===== src/rtl/pkt_mgr_pkg.sv =====
package pkt_mgr_pkg;

   typedef enum logic [2:0] {
      OP_NOP      = 3'd0,
      OP_ALLOC    = 3'd1,
      OP_RESET    = 3'd2,
      OP_RX_DROP  = 3'd3,
      OP_RX_FREE  = 3'd4,
      OP_FREE_PKT = 3'd5,
      OP_TX_QUEUE = 3'd6,
      OP_TX_FLUSH = 3'd7
   } mmu_op_e;

   localparam int unsigned OP_MSB     = 7;
   localparam int unsigned OP_LSB     = 5;
   localparam int unsigned FAIL_BIT   = 7;
   localparam int unsigned RX_EMPTY_B = 15;

endpackage


===== src/rtl/pkt_cmd_seq.sv =====
module pkt_cmd_seq
   import pkt_mgr_pkg::*;
#(
   parameter int unsigned CMD_LAT = 2
) (
   input  logic    clk,
   input  logic    rst_n,
   input  logic    wr,
   input  mmu_op_e op_in,
   output logic    busy,
   output logic    fire,
   output mmu_op_e fire_op
);

   localparam int unsigned CW = (CMD_LAT > 1) ? $clog2(CMD_LAT) : 1;

   generate
      if (CMD_LAT < 1) begin : g_bad_lat
         $error("CMD_LAT must be at least 1");
      end
   endgenerate

   logic          act_q, pend_q;
   mmu_op_e       cur_q, pend_op_q;
   logic [CW-1:0] cnt_q;

   assign busy    = act_q;
   assign fire    = act_q && (cnt_q == '0);
   assign fire_op = cur_q;

   always_ff @(posedge clk or negedge rst_n) begin
      if (!rst_n) begin
         act_q     <= 1'b0;
         pend_q    <= 1'b0;
         cur_q     <= OP_NOP;
         pend_op_q <= OP_NOP;
         cnt_q     <= '0;
      end else if (fire) begin
         if (pend_q) begin
            cur_q <= pend_op_q;
            cnt_q <= CW'(CMD_LAT - 1);
            if (wr) pend_op_q <= op_in;
            else    pend_q    <= 1'b0;
         end else if (wr) begin
            cur_q <= op_in;
            cnt_q <= CW'(CMD_LAT - 1);
         end else begin
            act_q <= 1'b0;
         end
      end else if (act_q) begin
         cnt_q <= cnt_q - 1'b1;
         if (wr && !pend_q) begin
            pend_q    <= 1'b1;
            pend_op_q <= op_in;
         end
      end else if (wr) begin
         act_q <= 1'b1;
         cur_q <= op_in;
         cnt_q <= CW'(CMD_LAT - 1);
      end
   end

   // a write to an idle sequencer raises busy on the next cycle
   a_r2_start_busy: assert property (@(posedge clk) disable iff (!rst_n)
      (wr && !act_q) |=> busy);

   // a held command keeps busy high past the current completion
   a_r12_no_gap: assert property (@(posedge clk) disable iff (!rst_n)
      (fire && pend_q) |=> busy);

endmodule


===== src/rtl/pkt_page_pool.sv =====
module pkt_page_pool #(
   parameter int unsigned NUM_PAGES = 8,
   parameter int unsigned PW        = $clog2(NUM_PAGES)
) (
   input  logic          clk,
   input  logic          rst_n,
   input  logic          clear_all,
   input  logic          claim,
   input  logic          rel_en,
   input  logic [PW-1:0] rel_page,
   output logic          any_free,
   output logic [PW-1:0] low_page
);

   logic [NUM_PAGES-1:0] free_q;
   logic [NUM_PAGES:0]   below;
   logic [NUM_PAGES-1:0] pick;
   logic                 rel_ok;

   assign below[0] = 1'b0;
   genvar gi;
   generate
      for (gi = 0; gi < NUM_PAGES; gi++) begin : g_prio
         assign below[gi+1] = below[gi] | free_q[gi];
         assign pick[gi]    = free_q[gi] & ~below[gi];
      end
      if (NUM_PAGES == (1 << PW)) begin : g_full_range
         assign rel_ok = 1'b1;
      end else begin : g_part_range
         assign rel_ok = (32'(rel_page) < NUM_PAGES);
      end
   endgenerate

   assign any_free = below[NUM_PAGES];

   always_comb begin
      low_page = '0;
      for (int i = 0; i < NUM_PAGES; i++)
         if (pick[i]) low_page = low_page | PW'(i);
   end

   always_ff @(posedge clk or negedge rst_n) begin
      if (!rst_n) begin
         free_q <= '1;
      end else if (clear_all) begin
         free_q <= '1;
      end else begin
         if (claim && any_free)  free_q[low_page] <= 1'b0;
         if (rel_en && rel_ok)   free_q[rel_page] <= 1'b1;
      end
   end

   // a claimed page is no longer free
   a_r3_claim_takes: assert property (@(posedge clk) disable iff (!rst_n)
      (claim && any_free && !clear_all && !rel_en) |=> !free_q[$past(low_page)]);

   // a released page is free afterwards
   a_r9_release_frees: assert property (@(posedge clk) disable iff (!rst_n)
      (rel_en && rel_ok && !clear_all) |=> free_q[$past(rel_page)]);

   // pool reset leaves every page free
   a_r5_clear_all: assert property (@(posedge clk) disable iff (!rst_n)
      clear_all |=> (&free_q));

endmodule


===== src/rtl/pkt_page_fifo.sv =====
module pkt_page_fifo #(
   parameter int unsigned DEPTH = 8,
   parameter int unsigned PW    = 3
) (
   input  logic          clk,
   input  logic          rst_n,
   input  logic          flush,
   input  logic          push,
   input  logic [PW-1:0] din,
   input  logic          pop,
   output logic [PW-1:0] head,
   output logic          empty,
   output logic          full
);

   localparam int unsigned AW  = (DEPTH > 1) ? $clog2(DEPTH) : 1;
   localparam int unsigned CNW = $clog2(DEPTH + 1);

   generate
      if (DEPTH < 2) begin : g_bad_depth
         $error("queue DEPTH must be at least 2");
      end
   endgenerate

   logic [PW-1:0]  mem [DEPTH];
   logic [AW-1:0]  rd_q, wr_q;
   logic [CNW-1:0] cnt_q;
   logic           do_push, do_pop;

   function automatic logic [AW-1:0] ptr_inc(input logic [AW-1:0] p);
      return (p == AW'(DEPTH - 1)) ? '0 : p + 1'b1;
   endfunction

   assign empty   = (cnt_q == '0);
   assign full    = (cnt_q == CNW'(DEPTH));
   assign head    = mem[rd_q];
   assign do_push = push && !full;
   assign do_pop  = pop && !empty;

   always_ff @(posedge clk) begin
      if (do_push && !flush) mem[wr_q] <= din;
   end

   always_ff @(posedge clk or negedge rst_n) begin
      if (!rst_n) begin
         rd_q  <= '0;
         wr_q  <= '0;
         cnt_q <= '0;
      end else if (flush) begin
         rd_q  <= '0;
         wr_q  <= '0;
         cnt_q <= '0;
      end else begin
         if (do_push) wr_q <= ptr_inc(wr_q);
         if (do_pop)  rd_q <= ptr_inc(rd_q);
         if (do_push && !do_pop)      cnt_q <= cnt_q + 1'b1;
         else if (do_pop && !do_push) cnt_q <= cnt_q - 1'b1;
      end
   end

   // a push into a full queue leaves its occupancy unchanged
   a_r7_full_hold: assert property (@(posedge clk) disable iff (!rst_n)
      (push && full && !pop && !flush) |=> full);

   // a pop from an empty queue leaves it empty
   a_r8_empty_hold: assert property (@(posedge clk) disable iff (!rst_n)
      (pop && empty && !push && !flush) |=> empty);

endmodule


===== src/rtl/pkt_page_mgr.sv =====
module pkt_page_mgr
   import pkt_mgr_pkg::*;
#(
   parameter int unsigned NUM_PAGES = 8,
   parameter int unsigned CMD_LAT   = 2,
   parameter int unsigned RXQ_DEPTH = NUM_PAGES,
   parameter int unsigned TXQ_DEPTH = NUM_PAGES
) (
   input  logic                         clk,
   input  logic                         rst_n,
   input  logic                         cmd_wr,
   input  logic [7:0]                   cmd_byte,
   input  logic                         pnum_wr,
   input  logic [$clog2(NUM_PAGES)-1:0] pnum_in,
   input  logic                         rx_push,
   input  logic                         tx_done,
   output logic                         busy,
   output logic [7:0]                   alloc_result,
   output logic                         alloc_done,
   output logic [15:0]                  rx_status,
   output logic                         rx_pending,
   output logic                         tx_head_valid,
   output logic [$clog2(NUM_PAGES)-1:0] tx_head_page
);

   localparam int unsigned PW = $clog2(NUM_PAGES);

   generate
      if (NUM_PAGES < 2 || NUM_PAGES > 128) begin : g_bad_pages
         $error("NUM_PAGES must lie in 2..128");
      end
   endgenerate

   wire cmd_unused = ^cmd_byte[OP_LSB-1:0];

   logic          fire;
   mmu_op_e       fire_op;
   logic [PW-1:0] pnum_q;
   logic          any_free;
   logic [PW-1:0] low_page;
   logic          rx_take, tx_take, claim, rel_en, clear_all;
   logic [PW-1:0] rel_page;
   logic [PW-1:0] rx_head, tx_head;
   logic          rxq_empty, rxq_full, txq_empty, txq_full;
   logic          rxq_pop, txq_push, txq_flush;

   pkt_cmd_seq #(.CMD_LAT(CMD_LAT)) u_seq (
      .clk     (clk),
      .rst_n   (rst_n),
      .wr      (cmd_wr),
      .op_in   (mmu_op_e'(cmd_byte[OP_MSB:OP_LSB])),
      .busy    (busy),
      .fire    (fire),
      .fire_op (fire_op)
   );

   always_ff @(posedge clk or negedge rst_n) begin
      if (!rst_n)       pnum_q <= '0;
      else if (pnum_wr) pnum_q <= pnum_in;
   end

   assign rx_take   = rx_push && !busy && any_free && !rxq_full;
   assign tx_take   = tx_done && !busy && !txq_empty;
   assign claim     = rx_take || (fire && fire_op == OP_ALLOC);
   assign clear_all = fire && (fire_op == OP_RESET);
   assign rxq_pop   = fire && (fire_op == OP_RX_DROP || fire_op == OP_RX_FREE);
   assign txq_push  = fire && (fire_op == OP_TX_QUEUE);
   assign txq_flush = clear_all || (fire && fire_op == OP_TX_FLUSH);
   assign rel_en    = tx_take
                   || (fire && fire_op == OP_RX_FREE && !rxq_empty)
                   || (fire && fire_op == OP_FREE_PKT);
   assign rel_page  = tx_take                   ? tx_head :
                      (fire_op == OP_RX_FREE)   ? rx_head : pnum_q;

   pkt_page_pool #(.NUM_PAGES(NUM_PAGES), .PW(PW)) u_pool (
      .clk       (clk),
      .rst_n     (rst_n),
      .clear_all (clear_all),
      .claim     (claim),
      .rel_en    (rel_en),
      .rel_page  (rel_page),
      .any_free  (any_free),
      .low_page  (low_page)
   );

   pkt_page_fifo #(.DEPTH(RXQ_DEPTH), .PW(PW)) u_rxq (
      .clk   (clk),
      .rst_n (rst_n),
      .flush (clear_all),
      .push  (rx_take),
      .din   (low_page),
      .pop   (rxq_pop),
      .head  (rx_head),
      .empty (rxq_empty),
      .full  (rxq_full)
   );

   pkt_page_fifo #(.DEPTH(TXQ_DEPTH), .PW(PW)) u_txq (
      .clk   (clk),
      .rst_n (rst_n),
      .flush (txq_flush),
      .push  (txq_push),
      .din   (pnum_q),
      .pop   (tx_take),
      .head  (tx_head),
      .empty (txq_empty),
      .full  (txq_full)
   );

   always_ff @(posedge clk or negedge rst_n) begin
      if (!rst_n) begin
         alloc_result <= 8'h80;
         alloc_done   <= 1'b0;
      end else begin
         alloc_done <= 1'b0;
         if (fire && fire_op == OP_ALLOC) begin
            if (any_free) begin
               alloc_result <= 8'(low_page);
               alloc_done   <= 1'b1;
            end else begin
               alloc_result <= 8'h80;
            end
         end
      end
   end

   assign rx_status     = {rxq_empty, 15'd0} | (rxq_empty ? 16'd0 : 16'(rx_head));
   assign rx_pending    = !rxq_empty;
   assign tx_head_valid = !txq_empty;
   assign tx_head_page  = txq_empty ? '0 : tx_head;

   // a completion pulse never comes with a failed result
   a_r4_done_ok: assert property (@(posedge clk) disable iff (!rst_n)
      alloc_done |-> !alloc_result[FAIL_BIT]);

   // emptying the transmit queue clears its head flag
   a_r11_tx_flush: assert property (@(posedge clk) disable iff (!rst_n)
      (fire && fire_op == OP_TX_FLUSH) |=> !tx_head_valid);

   // receive path is locked out while a command runs
   a_r7_busy_lock: assert property (@(posedge clk) disable iff (!rst_n)
      (busy && rx_push && !fire) |=> $stable(rx_pending) || !rx_pending);

   // pool reset empties the receive queue
   a_r5_rx_empty: assert property (@(posedge clk) disable iff (!rst_n)
      clear_all |=> rx_status[RX_EMPTY_B]);

endmodule


===== config.mk =====
export PLATFORM = sky130hd
export DESIGN_NAME = pkt_page_mgr
export DESIGN_NICKNAME = d
export VERILOG_FILES = /design/src/rtl/pkt_mgr_pkg.sv /design/src/rtl/pkt_cmd_seq.sv /design/src/rtl/pkt_page_pool.sv /design/src/rtl/pkt_page_fifo.sv /design/src/rtl/pkt_page_mgr.sv
export SDC_FILE = /design/constraint.sdc
export NUM_CORES = 1
export LEC_CHECK = 0
export ABC_CLOCK_PERIOD_IN_PS = 7400
export BUFFER_PORTS_ARGS = -buffer_cell sky130_fd_sc_hd__buf_2
export CORE_MARGIN = 1.5
export CORE_UTILIZATION = 45
export CTS_BUF_LIST = sky130_fd_sc_hd__clkbuf_16
export CTS_CLUSTER_SIZE = 28
export DETAILED_ROUTE_END_ITERATION = 6
export MAX_ROUTING_LAYER = met4
export REMOVE_ABC_BUFFERS = 1
export SYNTH_ARGS = -nofsm -noshare
export SYNTH_HDL_FRONTEND = slang
export SYNTH_SLANG_ARGS = --single-unit

===== constraint.sdc =====
create_clock -name clk -period 7.4 [get_ports clk]
set_input_delay 0.74 -clock clk [delete_from_list [all_inputs] [get_ports clk]]
set_output_delay 0.74 -clock clk [all_outputs]
set_load 0.02 [all_outputs]

# ---- After elaboration in Yosys (flattened, before gate mapping)
# Memory sizes are Yosys's and may differ from the RTL's.
# Index checks and enable logic that the tools add are counted.
dict set report totals {
  register_bits 49
  latchBits 0
  romBits 0
  elab_cells 198
  mem_bits_rw 48
  n_memories 2
}
# name depth width read_ports rd_clocked_by_memory_dff write_ports line
set mem_list {}
lappend mem_list {u_rxq.mem 8 3 1 0 1 pkt_page_fifo.sv:25} ;# logic [PW-1:0] mem [DEPTH];
lappend mem_list {u_txq.mem 8 3 1 0 1 pkt_page_fifo.sv:25}
dict set report classes {
  reduce_logical 58
  multipliers 0
  order_cmp 4
  add_sub_neg 9
  n_eq_ne 18
  n_shift 0
  div_mod_pow 0
  muxes 66
  n_bitwise 26
}
# cell n
set ops {}
lappend ops {{$mux 3} 29}
lappend ops {{$mux 8} 5}
lappend ops {{$logic_and 1x1->1} 28}
lappend ops {{$eq 3x3->1 const B} 8}
lappend ops {{$mux 4} 6}
lappend ops {{$mux 1} 22}
lappend ops {{$or 16x3->16} 1}
lappend ops {{$add 3x1->3 const B} 4}
lappend ops {{$logic_not 1->1} 12}
lappend ops {{$reduce_bool 2->1} 6}
lappend ops {{$add 4x1->4 const B} 2}
lappend ops {{$and 8x8->8} 1}
lappend ops {{$eq 4x4->1 const B} 2}
lappend ops {{$logic_not 4->1} 2}
lappend ops {{$lt 3x4->1 const B} 2}
lappend ops {{$ne 2x2->1 const B} 4}
lappend ops {{$not 1->1} 8}
lappend ops {{$not 8->8} 1}
lappend ops {{$or 8x8->8} 1}
lappend ops {{$sub 4x1->4 const B} 2}
lappend ops {{$and 1x1->1} 7}
lappend ops {{$or 1x1->1} 7}
lappend ops {{$demux 1 s3} 2}
lappend ops {{$eq 3x2->1 const B} 2}
lappend ops {{other kinds (9)} 17}

# ---- Logic depth before layout (Yosys ltp)
# Gate-level depths: netlist of the first run.
dict set report logic_depth {
  ltp_word 20
  ltp_mapped 10
  mapped_depth_nobuf 10
}

# ---- Hierarchy
# Synthesis of the first run repeated with hierarchy kept, for this count alone.
dict set report hier_totals {
  hier_cells 384
  area_unflattened_um2 4763.3
}
# mod seq_area_each_um2 instances area_per_inst_um2 cells_per_inst
set modules_own_cells {}
lappend modules_own_cells {{pkt_page_fifo (u_txq)} 970.9 1 1595.3 108}
lappend modules_own_cells {{pkt_page_fifo (u_rxq)} 970.9 1 1586.5 108}
lappend modules_own_cells {pkt_page_mgr 201.4 1 658.1 80}
lappend modules_own_cells {pkt_cmd_seq 225.2 1 467.9 41}
lappend modules_own_cells {pkt_page_pool 210.2 1 455.4 47}

# ---- Worst setup path after synthesis of the first run
# Ideal clock, no wire load.
dict set report synth_path {
  path_kind {reg2reg}
  startpoint {reg u_txq.cnt_q[1]}
  endpoint {reg u_txq.cnt_q[3]}
  required_time_ps 7267
  path_slack_ps 4781
  setup_time_ps 133
  synth_period_minus_slack_ps 2619
  arrival_time_ps 2486
  path_stages_with_launch 10
  cell_sequence {dfrtp_1 or4b_1 nand3_1 clkbuf_1 ha_1 a21o_1 a21oi_1 mux2i_1 xnor2_1 nor2_1}
}
dict set report synth_between {
  elab_chain_len 8
  elab_cells_between_ends 17
}
# item line
set synth_lines {}
lappend synth_lines {{start, declared} pkt_page_fifo.sv:27} ;# logic [CNW-1:0] cnt_q;
lappend synth_lines {{start signal, assigned} pkt_page_fifo.sv:56} ;# if (do_push && !do_pop) cnt_q <= cnt_q + 1'b1;
lappend synth_lines {{start signal, assigned} pkt_page_fifo.sv:57} ;# else if (do_pop && !do_push) cnt_q <= cnt_q - 1'b1;
lappend synth_lines {{branches (longest 8 deep; another with $sub 4x1->4)} -}
# Parallel ways; which one is timed is not known. The select of a mux whose other input is x is not followed.
# A chain may end at the register's enable or synchronous reset.

# ---- Final worst setup path of the first run
dict set report layout_path {
  startpoint {reg u_rxq.rd_q[0]}
  endpoint {out rx_status[2]}
}
dict set report layout_between {
  elab_chain_len 3
}
# item line
set layout_lines {}
lappend layout_lines {{start, declared} pkt_page_fifo.sv:26} ;# logic [AW-1:0] rd_q, wr_q;
lappend layout_lines {{start signal, assigned} pkt_page_fifo.sv:55} ;# if (do_pop) rd_q <= ptr_inc(rd_q);
lappend layout_lines {{$mem_v2 8x3} -}
lappend layout_lines {{$mux 3} pkt_page_mgr.sv:127} ;# assign rx_status = {rxq_empty, 15'd0} | (rxq_empty ? 16'd0 : 16'(rx_head));
lappend layout_lines {{$or 16x3->16} pkt_page_mgr.sv:127}
lappend layout_lines {{end, declared} pkt_page_mgr.sv:20} ;# output logic [15:0] rx_status,
# No other way between the ends.

==> flow_summary.toml, run 1 <==
[run_status]
outcome = "complete, no violations"

[timing]
relSlewSlack = 0.3101
rsz0062_at_grt = "no"
min_period_ps = 2826
worst_pin_slew_ps = 1035
drv_slew = 0
clock.fmax_ghz = 0.3538
tns_ps = 0
setup_viol = 0
finalHoldViolCount = 0
fin_crit_sh = 0.3820
skew_ps = 7.525

[setup_path]
start_kind = "flop"
critPathArrivalTime_ps = 2090
rr_endpoint = "u_txq.cnt_q[3]"
rr_worst_depth = 8
rr_startpoint = "u_seq.busy"
worst-r2r-setup-slack_ps = 4620
cp_max_fo = 8
cp.required_ps = 6660
endpoint_kind = "output pin"
worst-setup-path-type = "flop to output pin"

[final_layout]
regArea_um2 = 2579
nets = 423
layoutNonFillerInstCount = 530
syn2layout_area_growth_pct = 10.12
antenna_cells = 0
fillers = 852
post-route-cell-area_um2 = 5121
multiInputGateArea_um2 = 1894
drive_above_1_share = 0.1990

[place]
placed_area_um2 = 4811
portBuffers = 26
dpl.hpwl_mm = 6.354
dpl.cell_count = 514
gp_congestion = 0.8735

[power_and_ir_drop]
p_leak_nw = 1.982
p_int_mw = 1.277
vdd_drop_max_uv = 135.1
pwr-share-clk = 0.237
swShare = 0.3691
comb_power_share = 0.343
seqPwrFrac = 0.420
power.density_nw_per_um2 = 395.3
power_switching_mw = 0.7471

[clock_network]
clock_sinks = 93
cts_root_buf = "clkbuf_16"
cts_buffer_depth = 2
cts_tree = "built"
cts.hold.buffers_added = 0
clk_latency_ps = 340
cts_inserted_buffers = 9
postCtsSetupBuffers = 0
htreeDepth = 3
clk_pin_slew_ps = 60
cts_resized = 0

[synthesis]
synth_flop_cell = "edfxtp_1"
synthArstFlopShare = 0.4839
yosys-top-cells-area = "edfxtp_1 (31%), dfrtp_1 (19%), dfstp_2 (5.1%)"
ys_warn_count = 0
synth.distinct_cells = 62
yosys.area.top_type_share = 0.3099
synth_enable_flop_cells = 48
synth_area_leader_cell = "edfxtp_1"
yosysSeqAreaShare = 0.5545
synth_area_um2 = 4651
syn-mean-instance-area_um2 = 12.57
synth_seq_cells = 93
postSynthCellCount = 370

[drt]
wire_per_inst_um = 16.56
ant_nets = 0
drcViolationCount = 0
vias = 2926
vias_per_cell = 5.521
drt_wl_total_mm = 8.775
drt_pre_antenna_iters = 4
drtIter0Drc = 168

[min_path]
holdPathStages = 2
hp-start = "alloc_result[2]"
hold_end = "alloc_result[2]"
hp-class = "flop to flop"

[global_routing]
grt_pass1_wl_mm = 14.72
grt_overflow_total = 0
grt_antenna_before_repair = 0
grt_max_degree = 46
grt_usage = 0.1809
grt_pass1_vias = 2842

[floorplanning]
start_util = 0.4693
num_rows = 36
ios = 48
dieHeight_um = 104.7
die-area_um2 = 10950
core_um2 = 9910
die_x_um = 104.7

[run]
cap_viol_max_count = 0
## critical path, cell delays in order, from the launching register on
cell and delay [ps]:
dfrtp_1 610, mux4_2 570, mux2i_1 320, nor2_1 80, buf_2 170
## placed cells by master, fill, tap and decap left out, types with 5 or more instances in the layout
cell type / synthesis / final
xnor2_1: 5 / 5
inv_1: 10 / 12
a211oi_1: 8 / 8
mux4_2: 10 / 10
mux2_2: 7 / 7
edfxtp_1: 48 / 48
ha_1: 12 / 12
dfstp_2: 9 / 9
buf_2: 4 / 26
nand2b_1: 6 / 6
a21oi_1: 19 / 19
nor3_1: 13 / 13
dfrtp_1: 36 / 36
conb_1: 1 / 16
mux2i_1: 10 / 10
nand2_1: 25 / 25
o21ai_0: 5 / 5
clkbuf_16: 0 / 9
nor2_1: 42 / 42
## stage by stage
stage | utilization | hold WS (ps) | total power [mW] | worst slack (ps)
floorplan | - | 444.4 | 1.355 | 4883
global placement | 0.4855 | 466.7 | 1.541 | 4596
detailed placement | 0.4855 | 471.5 | 1.560 | 4576
CTS | 0.5168 | 486.2 | 2.043 | 4517
global route | 0.5168 | 499.0 | 2.168 | 4286
finish | 0.5168 | 481.0 | 2.024 | 4574
## layout make-up
class                      count  share of cell area
clock inverter                 7             0.01661
multi-input combinational    251              0.3699
inverter                      11            0.008063
sequential                    93              0.5035
timing repair buffer          26             0.02541
tap                          133             0.03249
clock buffer                   9             0.04398
## synthesized netlist by cell type, drive strengths merged (2+ instances only)
| cell type | instances |
|---|---|
| edfxtp | 48 |
| nor2 | 42 |
| dfrtp | 36 |
| nand2 | 25 |
| buf | 23 |
| a21oi | 20 |
| nor3 | 14 |
| ha | 12 |
| mux4 | 12 |
| inv | 11 |
| mux2i | 11 |
| dfstp | 9 |
| a211oi | 8 |
| clkbuf | 7 |
| mux2 | 7 |
| o21ai | 7 |
| nand2b | 6 |
| nor3b | 6 |
| xnor2 | 5 |
| nand3 | 4 |
| nor4 | 4 |
| o211ai | 4 |
| o221ai | 4 |
| o311ai | 4 |
| a21o | 3 |
| o22ai | 3 |
| a211o | 2 |
| a31o | 2 |
| and2 | 2 |
| and3 | 2 |
| fa | 2 |
| o21bai | 2 |
| o31ai | 2 |
| o41ai | 2 |
| or4 | 2 |
| xor2 | 2 |
## power groups by stage
stage | combinational (mW) | clock, mW | sequential, mW
4_1_cts | 0.702 | 0.490 | 0.852
6_report | 0.695 | 0.479 | 0.850
5_1_grt | 0.783 | 0.508 | 0.877
2_1_floorplan | 0.524 | 0 | 0.831
3_3_place_gp | 0.684 | 0 | 0.857
3_5_place_dp | 0.698 | 0 | 0.862
## sequential cells by signal (all words and copies together) (netlist names), 4 cells and up
| name | flops |
|---|---|
| u_txq.mem | 24 |
| u_rxq.mem | 24 |
| u_txq.cnt_q | 4 |
| u_pool.free_q | 8 |
| u_rxq.cnt_q | 4 |
| alloc_result | 4 |
## how the worst max path moves through the flow
stage / start / endpoint / slack [ps] / depth (start not counted)
finish: u_rxq.rd_q[0] / rx_status[2] / 4570 / 4
global route: u_seq.busy / u_txq.cnt_q[3] / 4290 / 8
CTS: u_txq.rd_q[1] / tx_head_page[0] / 4520 / 4
detailed placement: rx_push / u_rxq.cnt_q[3] / 4580 / 11
global placement: rx_push / u_rxq.cnt_q[3] / 4600 / 11
floorplan: u_seq.busy / u_txq.cnt_q[3] / 4880 / 8
## per-layer routing
| metal | wire length (um) | GRT usage |
|---|---|---|
| met5 | 0 | - |
| met4 | 148 | 0.08708 |
| met3 | 360 | 0.02994 |
| met2 | 4021 | 0.2589 |
| met1 | 4245 | 0.2519 |
## kinds of logic (layout without fill, tap and decap cells)
family | after synthesis | after routing | share of synthesized area
buf+inv | 41 | 53 | 0.05031
simple gates | 115 | 115 | 0.1329
flops | 93 | 93 | 0.5545
compound gates | 69 | 69 | 0.1044
mux | 30 | 30 | 0.1030
other cells | 1 | 16 | 0.0008063
fa+ha+maj | 14 | 14 | 0.04089
xor+xnor | 7 | 7 | 0.01318
Note: power is estimated with default switching activity, not from simulation.
==> inputs of run 2 (changes only) <==
--- a/config.mk
+++ b/config.mk
@@ -5,7 +5,8 @@
 export SDC_FILE = /design/constraint.sdc
 export NUM_CORES = 1
 export LEC_CHECK = 0
-export ABC_CLOCK_PERIOD_IN_PS = 7400
+export ABC_AREA = 1
+export ABC_CLOCK_PERIOD_IN_PS = 2900
 export BUFFER_PORTS_ARGS = -buffer_cell sky130_fd_sc_hd__buf_2
 export CORE_MARGIN = 1.5
 export CORE_UTILIZATION = 45
==> constraint.sdc (replaced) <==
create_clock -name clk -period 2.9 [get_ports clk]
set_input_delay 0.29 -clock clk [delete_from_list [all_inputs] [get_ports clk]]
set_output_delay 0.29 -clock clk [all_outputs]
set_load 0.02 [all_outputs]
==> flow_summary.toml, run 2 <==
[setup_path]
rr_worst_depth = 10
cp.required_ps = 3130
cp_max_fo = 19
worst-setup-path-type = "flop to flop"
endpoint_kind = "flop"
start_kind = "flop"
critPathArrivalTime_ps = 2520

[synthesis]
synth_flop_cell = "edfxtp_1"
synth_most_common_cell = "nand2_1"
ys_warn_count = 0
synthTopCellsByCount = "nand2_1 (117), inv_1 (76), edfxtp_1 (48), nand3_1 (45), nor2_1 (37)"
yosys.area.top_type_share = 0.2907
synth.distinct_cells = 44
yosysSeqAreaShare = 0.5201
syn-mean-instance-area_um2 = 9.199
yosys-top-cells-area = "edfxtp_1 (29%), dfrtp_1 (18%), nand2_1 (8.9%)"
synth_area_leader_cell = "edfxtp_1"
synth_area_um2 = 4959
postSynthCellCount = 539
synth_enable_flop_cells = 48
synthArstFlopShare = 0.4839
synth_seq_cells = 93

[final_layout]
syn2layout_area_growth_pct = 9.816
reg.largest.list = "u_rxq.mem (24), u_txq.mem (24), u_pool.free_q (8)"
layoutNonFillerInstCount = 715
most-common-layout-cells = "nand2_1 (117), inv_1 (77), edfxtp_1 (48), nand3_1 (45), nor2_1 (37)"
mostFrequentLayoutCell = "nand2_1"
antenna_cells = 0
nets = 601
utilization = 0.5045
drive_above_1_share = 0.1861

[global_routing]
grt_antenna_before_repair = 0
grt_max_degree = 39
grt_overflow_total = 0
grt_pass1_vias = 3509
grt_pass1_wl_mm = 16.60
grt_usage = 0.1928

[timing]
relSlewSlack = 0.3804
drv_slew = 0
finalHoldViolCount = 0
setup_viol = 0
worst_pin_slew_ps = 929.4
skew_ps = 5.882
rsz0062_at_grt = "no"
fin_crit_sh = 0.7909
clock.fmax_ghz = 0.4360
tns_ps = 0
min_period_ps = 2294

[clock_network]
clk_pin_slew_ps = 70
cts_inserted_buffers = 9
clock_sinks = 93
cts.hold.buffers_added = 0
clk_latency_ps = 340
htreeDepth = 3
cts_resized = 0
cts_root_buf = "clkbuf_16"
cts_tree = "built"
postCtsSetupBuffers = 0
cts_buffer_depth = 2

[drt]
drt_wl_total_mm = 9.608
ant_nets = 0
wire_per_inst_um = 13.44
drcViolationCount = 0
vias = 3562
vias_per_cell = 4.982
drt_pre_antenna_iters = 4
drtIter0Drc = 164

[power_and_ir_drop]
vdd_drop_max_uv = 416.6
power.total_mw = 5.384
power.density_nw_per_um2 = 988.8
p_leak_nw = 2.531

[place]
dpl.cell_count = 699
portBuffers = 26
dpl.hpwl_mm = 7.192
gp_congestion = 0.9035

[floorplanning]
num_rows = 38
die-area_um2 = 11660
start_util = 0.4594
dieHeight_um = 108.0
ios = 48
core_um2 = 10790
die_x_um = 108.0

[run]
cap_viol_max_count = 0

[run_status]
outcome = "complete, no violations"

[min_path]
hp-class = "input port to async pin"
==> run 2: changes by cell type after synthesis, moves of 9 or more <==
cell	delta
inv_1	+66
inv_2	+9
mux2i_1	-10
mux4_2	-10
nand2_1	+92
nand2_2	+9
nand3_1	+41
o21ai_0	+19
==> run 2: through the flow <==
step / area [um2] / hold WS (ps) / worst slack (ps)
finish: 5445 / 82.32 / 606.3
global route: 5445 / 159.4 / 423.1
CTS: 5445 / 123.3 / 588.8
detailed placement: 5152 / 466.3 / 604.5
global placement: 5152 / 466.5 / 626.7
floorplan: 4832 / -5.591 / 718.7
==> run 2: area by class of cell <==
cell class,instances,area (um2)
Multi-Input combinational cell,351,1926
Clock inverter,7,67.56
Timing Repair Buffer,28,145.1
Fill cell,1001,5348
Sequential cell,93,2579
Inverter,87,327.8
Clock buffer,9,225.2
Tap cell,140,175.2
==> run 2: metal layers <==
metal	track usage	wire [um]	vias up
li1	-	-	1796
met1	0.2393	4518	1685
met2	0.3110	4571	66
met3	0.03858	348	15
met4	0.07613	170	0
met5	-	0	-
==> run 2: worst paths after layout <==
kind	start	to	slack (ps)
worst max-delay path	u_seq.busy	u_rxq.cnt_q[3]	610
worst min-delay path	rst_n	pnum_q[2]	80
worst max register to register	u_seq.busy	u_rxq.cnt_q[3]	610
worst min register to register	alloc_result[1]	alloc_result[1]	480
max in group asynchronous	rst_n	u_pool.free_q[4]	2070
min in group clk	pnum_in[2]	pnum_q[2]	170
==> run 2: cells by family after synthesis <==
logic type / after synthesis / synth area share
AO/OA/AOI/OAI: 63 / 0.07595
XOR/XNOR: 4 / 0.007065
adder cells (fa/ha/maj): 14 / 0.03835
buffers and inverters: 110 / 0.1030
flip-flops: 93 / 0.5201
multiplexers: 6 / 0.01363
other: 1 / 0.0007563
AND/OR/NAND/NOR: 248 / 0.2412
==> run 2: critical path, stage by stage (launching register included) <==
cell and delay [ps]:
dfrtp_1 430, inv_2 140, nand2_1 90, a31oi_2 270, nand2_4 220, ha_1 380, a21oi_1 150, nand2_1 70
xor2_1 150, xor2_1 150, o2bb2ai_1 130
==> run 2: power breakdown <==
| group | leakage [nW] | switching (mW) | internal [mW] |
|---|---|---|---|
| combinational | 1.41 | 1.46 | 0.729 |
| sequential | 0.982 | 0.314 | 1.73 |
| clock | 0.144 | 0.492 | 0.663 |
| total | 2.53 | 2.26 | 3.12 |
==> inputs of run 3 (changes only) <==
--- a/config.mk
+++ b/config.mk
@@ -6,7 +6,7 @@
 export NUM_CORES = 1
 export LEC_CHECK = 0
 export ABC_AREA = 1
-export ABC_CLOCK_PERIOD_IN_PS = 2900
+export ABC_CLOCK_PERIOD_IN_PS = 2300
 export BUFFER_PORTS_ARGS = -buffer_cell sky130_fd_sc_hd__buf_2
 export CORE_MARGIN = 1.5
 export CORE_UTILIZATION = 45
==> constraint.sdc (replaced) <==
create_clock -name clk -period 2.3 [get_ports clk]
set_input_delay 0.23 -clock clk [delete_from_list [all_inputs] [get_ports clk]]
set_output_delay 0.23 -clock clk [all_outputs]
set_load 0.02 [all_outputs]
==> flow_summary.toml, run 3 (same netlist as run 2, synthesis figures left out) <==
[setup_path]
rr_worst_depth = 10
rr_startpoint = "u_seq.cnt_q"
critical_path.endpoint = "u_txq.cnt_q[3]"
cp_max_fo = 9
cp.required_ps = 2530
worst-setup-path-type = "flop to flop"
rr_endpoint = "u_txq.cnt_q[3]"
critPathArrivalTime_ps = 2290
start_kind = "flop"
startpoint = "u_seq.cnt_q"
endpoint_kind = "flop"
worst-r2r-setup-slack_ps = 230

[run]
cap_viol_max_count = 0

[drt]
ant_nets = 0
drcViolationCount = 0
wire_per_inst_um = 13.82
drt_wl_total_mm = 9.950
drtIter0Drc = 224
drt_pre_antenna_iters = 4
vias = 3598
vias_per_cell = 4.997

[clock_network]
clk_pin_slew_ps = 60
cts_buffer_depth = 2
clock_sinks = 93
htreeDepth = 3
cts_inserted_buffers = 9
cts.hold.buffers_added = 0
cts_root_buf = "clkbuf_16"
clk_latency_ps = 340
cts_tree = "built"

[power_and_ir_drop]
p_leak_nw = 2.551
vdd_drop_max_uv = 505.4
power.density_nw_per_um2 = 1253

[global_routing]
grt_usage = 0.1950
grt_overflow_total = 0
grt_antenna_before_repair = 0
grt_max_degree = 46
grt_pass1_vias = 3559
grt_pass1_wl_mm = 17.09

[final_layout]
multiInputGateArea_um2 = 1931
antenna_cells = 0
drive_above_1_share = 0.1966
nets = 606
regArea_um2 = 2581
reg.largest.list = "u_rxq.mem (24), u_txq.mem (24), u_pool.free_q (8)"
syn2layout_area_growth_pct = 10.70
fillers = 992
mostFrequentLayoutCell = "nand2_1"
most-common-layout-cells = "nand2_1 (117), inv_1 (77), edfxtp_1 (48), nand3_1 (45), nor2_1 (37)"

[timing]
worst_pin_slew_ps = 914.9
drv_slew = 0
relSlewSlack = 0.3874
setup_viol = 0
tns_ps = 0
skew_ps = 4.995
rsz0062_at_grt = "no"
fin_crit_sh = 0.8989
finalHoldViolCount = 36
holdWs_ps = -22.67
clock.fmax_ghz = 0.4837
min_period_ps = 2067

[floorplanning]
core_um2 = 10790
ios = 48
start_util = 0.4594
dieHeight_um = 108.0
num_rows = 38
die-area_um2 = 11660
die_x_um = 108.0

[place]
gp_congestion = 0.9663
dpl.hpwl_mm = 7.264
portBuffers = 26

[run_status]
violations = "hold timing"
outcome = "finished, violations left"

[min_path]
hp-class = "input port to async pin"
-- run 3: cell count changes in the layout (fill, tap and decap cells not counted) --
| cell | before | now |
|---|---|---|
| clkinv_1 | 1 | 2 |
| a211oi_1 | 1 | 0 |
| clkinv_2 | 2 | 1 |
| dfrtp_2 | 0 | 2 |
| inv_6 | 0 | 1 |
| dfrtp_1 | 36 | 34 |
| a211oi_2 | 0 | 1 |
| clkinv_4 | 2 | 1 |
| buf_4 | 2 | 7 |
-- run 3: metal layers --
| layer | global-route usage | wire length [um] | vias up |
|---|---|---|---|
| met4 | 0.07049 | 193 | 0 |
| met2 | 0.3128 | 4710 | 85 |
| met1 | 0.2483 | 4612 | 1696 |
| met3 | 0.03556 | 434 | 19 |
| met5 | - | 0 | - |
| li1 | - | - | 1798 |
-- run 3: report_power, final --
group          switching, mW  leakage [nW]  internal, mW  total [mW]
Clock                  0.637         0.142         0.837        1.47
Sequential             0.390         0.980          2.18        2.57
Combinational           1.87          1.43         0.955        2.83
Total                   2.90          2.55          3.98        6.88
-- run 3: timing repair --
item,in CTS,in global routing
buffers inserted,0,0
gates resized for setup,0,3
setup endpoints to repair,0,6
-- run 3: critical path, stage by stage (launching register included) --
cell and delay, ps:
dfrtp_1 440, nor2_4 180, nand2_2 100, nor2_4 110
nand2_4 100, ha_1 340, and3_1 210, a211oi_2 210
nand3_1 100, nand3_1 90, o21ai_1 70
-- run 3: how the worst min path moves through the flow --
stage,startpoint,to,slack (ps),cells after the start
floorplan,rst_n,alloc_done,-70,0
global placement,rst_n,pnum_q[2],360,2
global route,rst_n,pnum_q[1],50,2
detailed placement,rst_n,pnum_q[2],360,2
CTS,rst_n,u_txq.wr_q[1],2,2
finish,rst_n,pnum_q[2],-20,2
-- run 3: per-stage QoR --
step           utilization  setup WS (ps)  std cells  total power, mW  cell area [um2]
3_3_place_gp        0.4809          252.7        704            5.352             5190
6_report            0.5086          232.5        720            6.878             5489
5_1_grt             0.5086          53.96        720            7.433             5489
4_1_cts             0.5079          123.5        720            6.911             5482
2_1_floorplan            -          118.7        531            4.615             4832
3_5_place_dp        0.4809          149.2        704            5.426             5190
-- run 3: layout make-up --
type / instances / share of cell area
Clock inverter: 7 / 0.01208
Inverter: 87 / 0.05972
Multi-Input combinational cell: 351 / 0.3517
Tap cell: 140 / 0.03191
Clock buffer: 9 / 0.04103
Sequential cell: 93 / 0.4703
Timing Repair Buffer: 33 / 0.03328
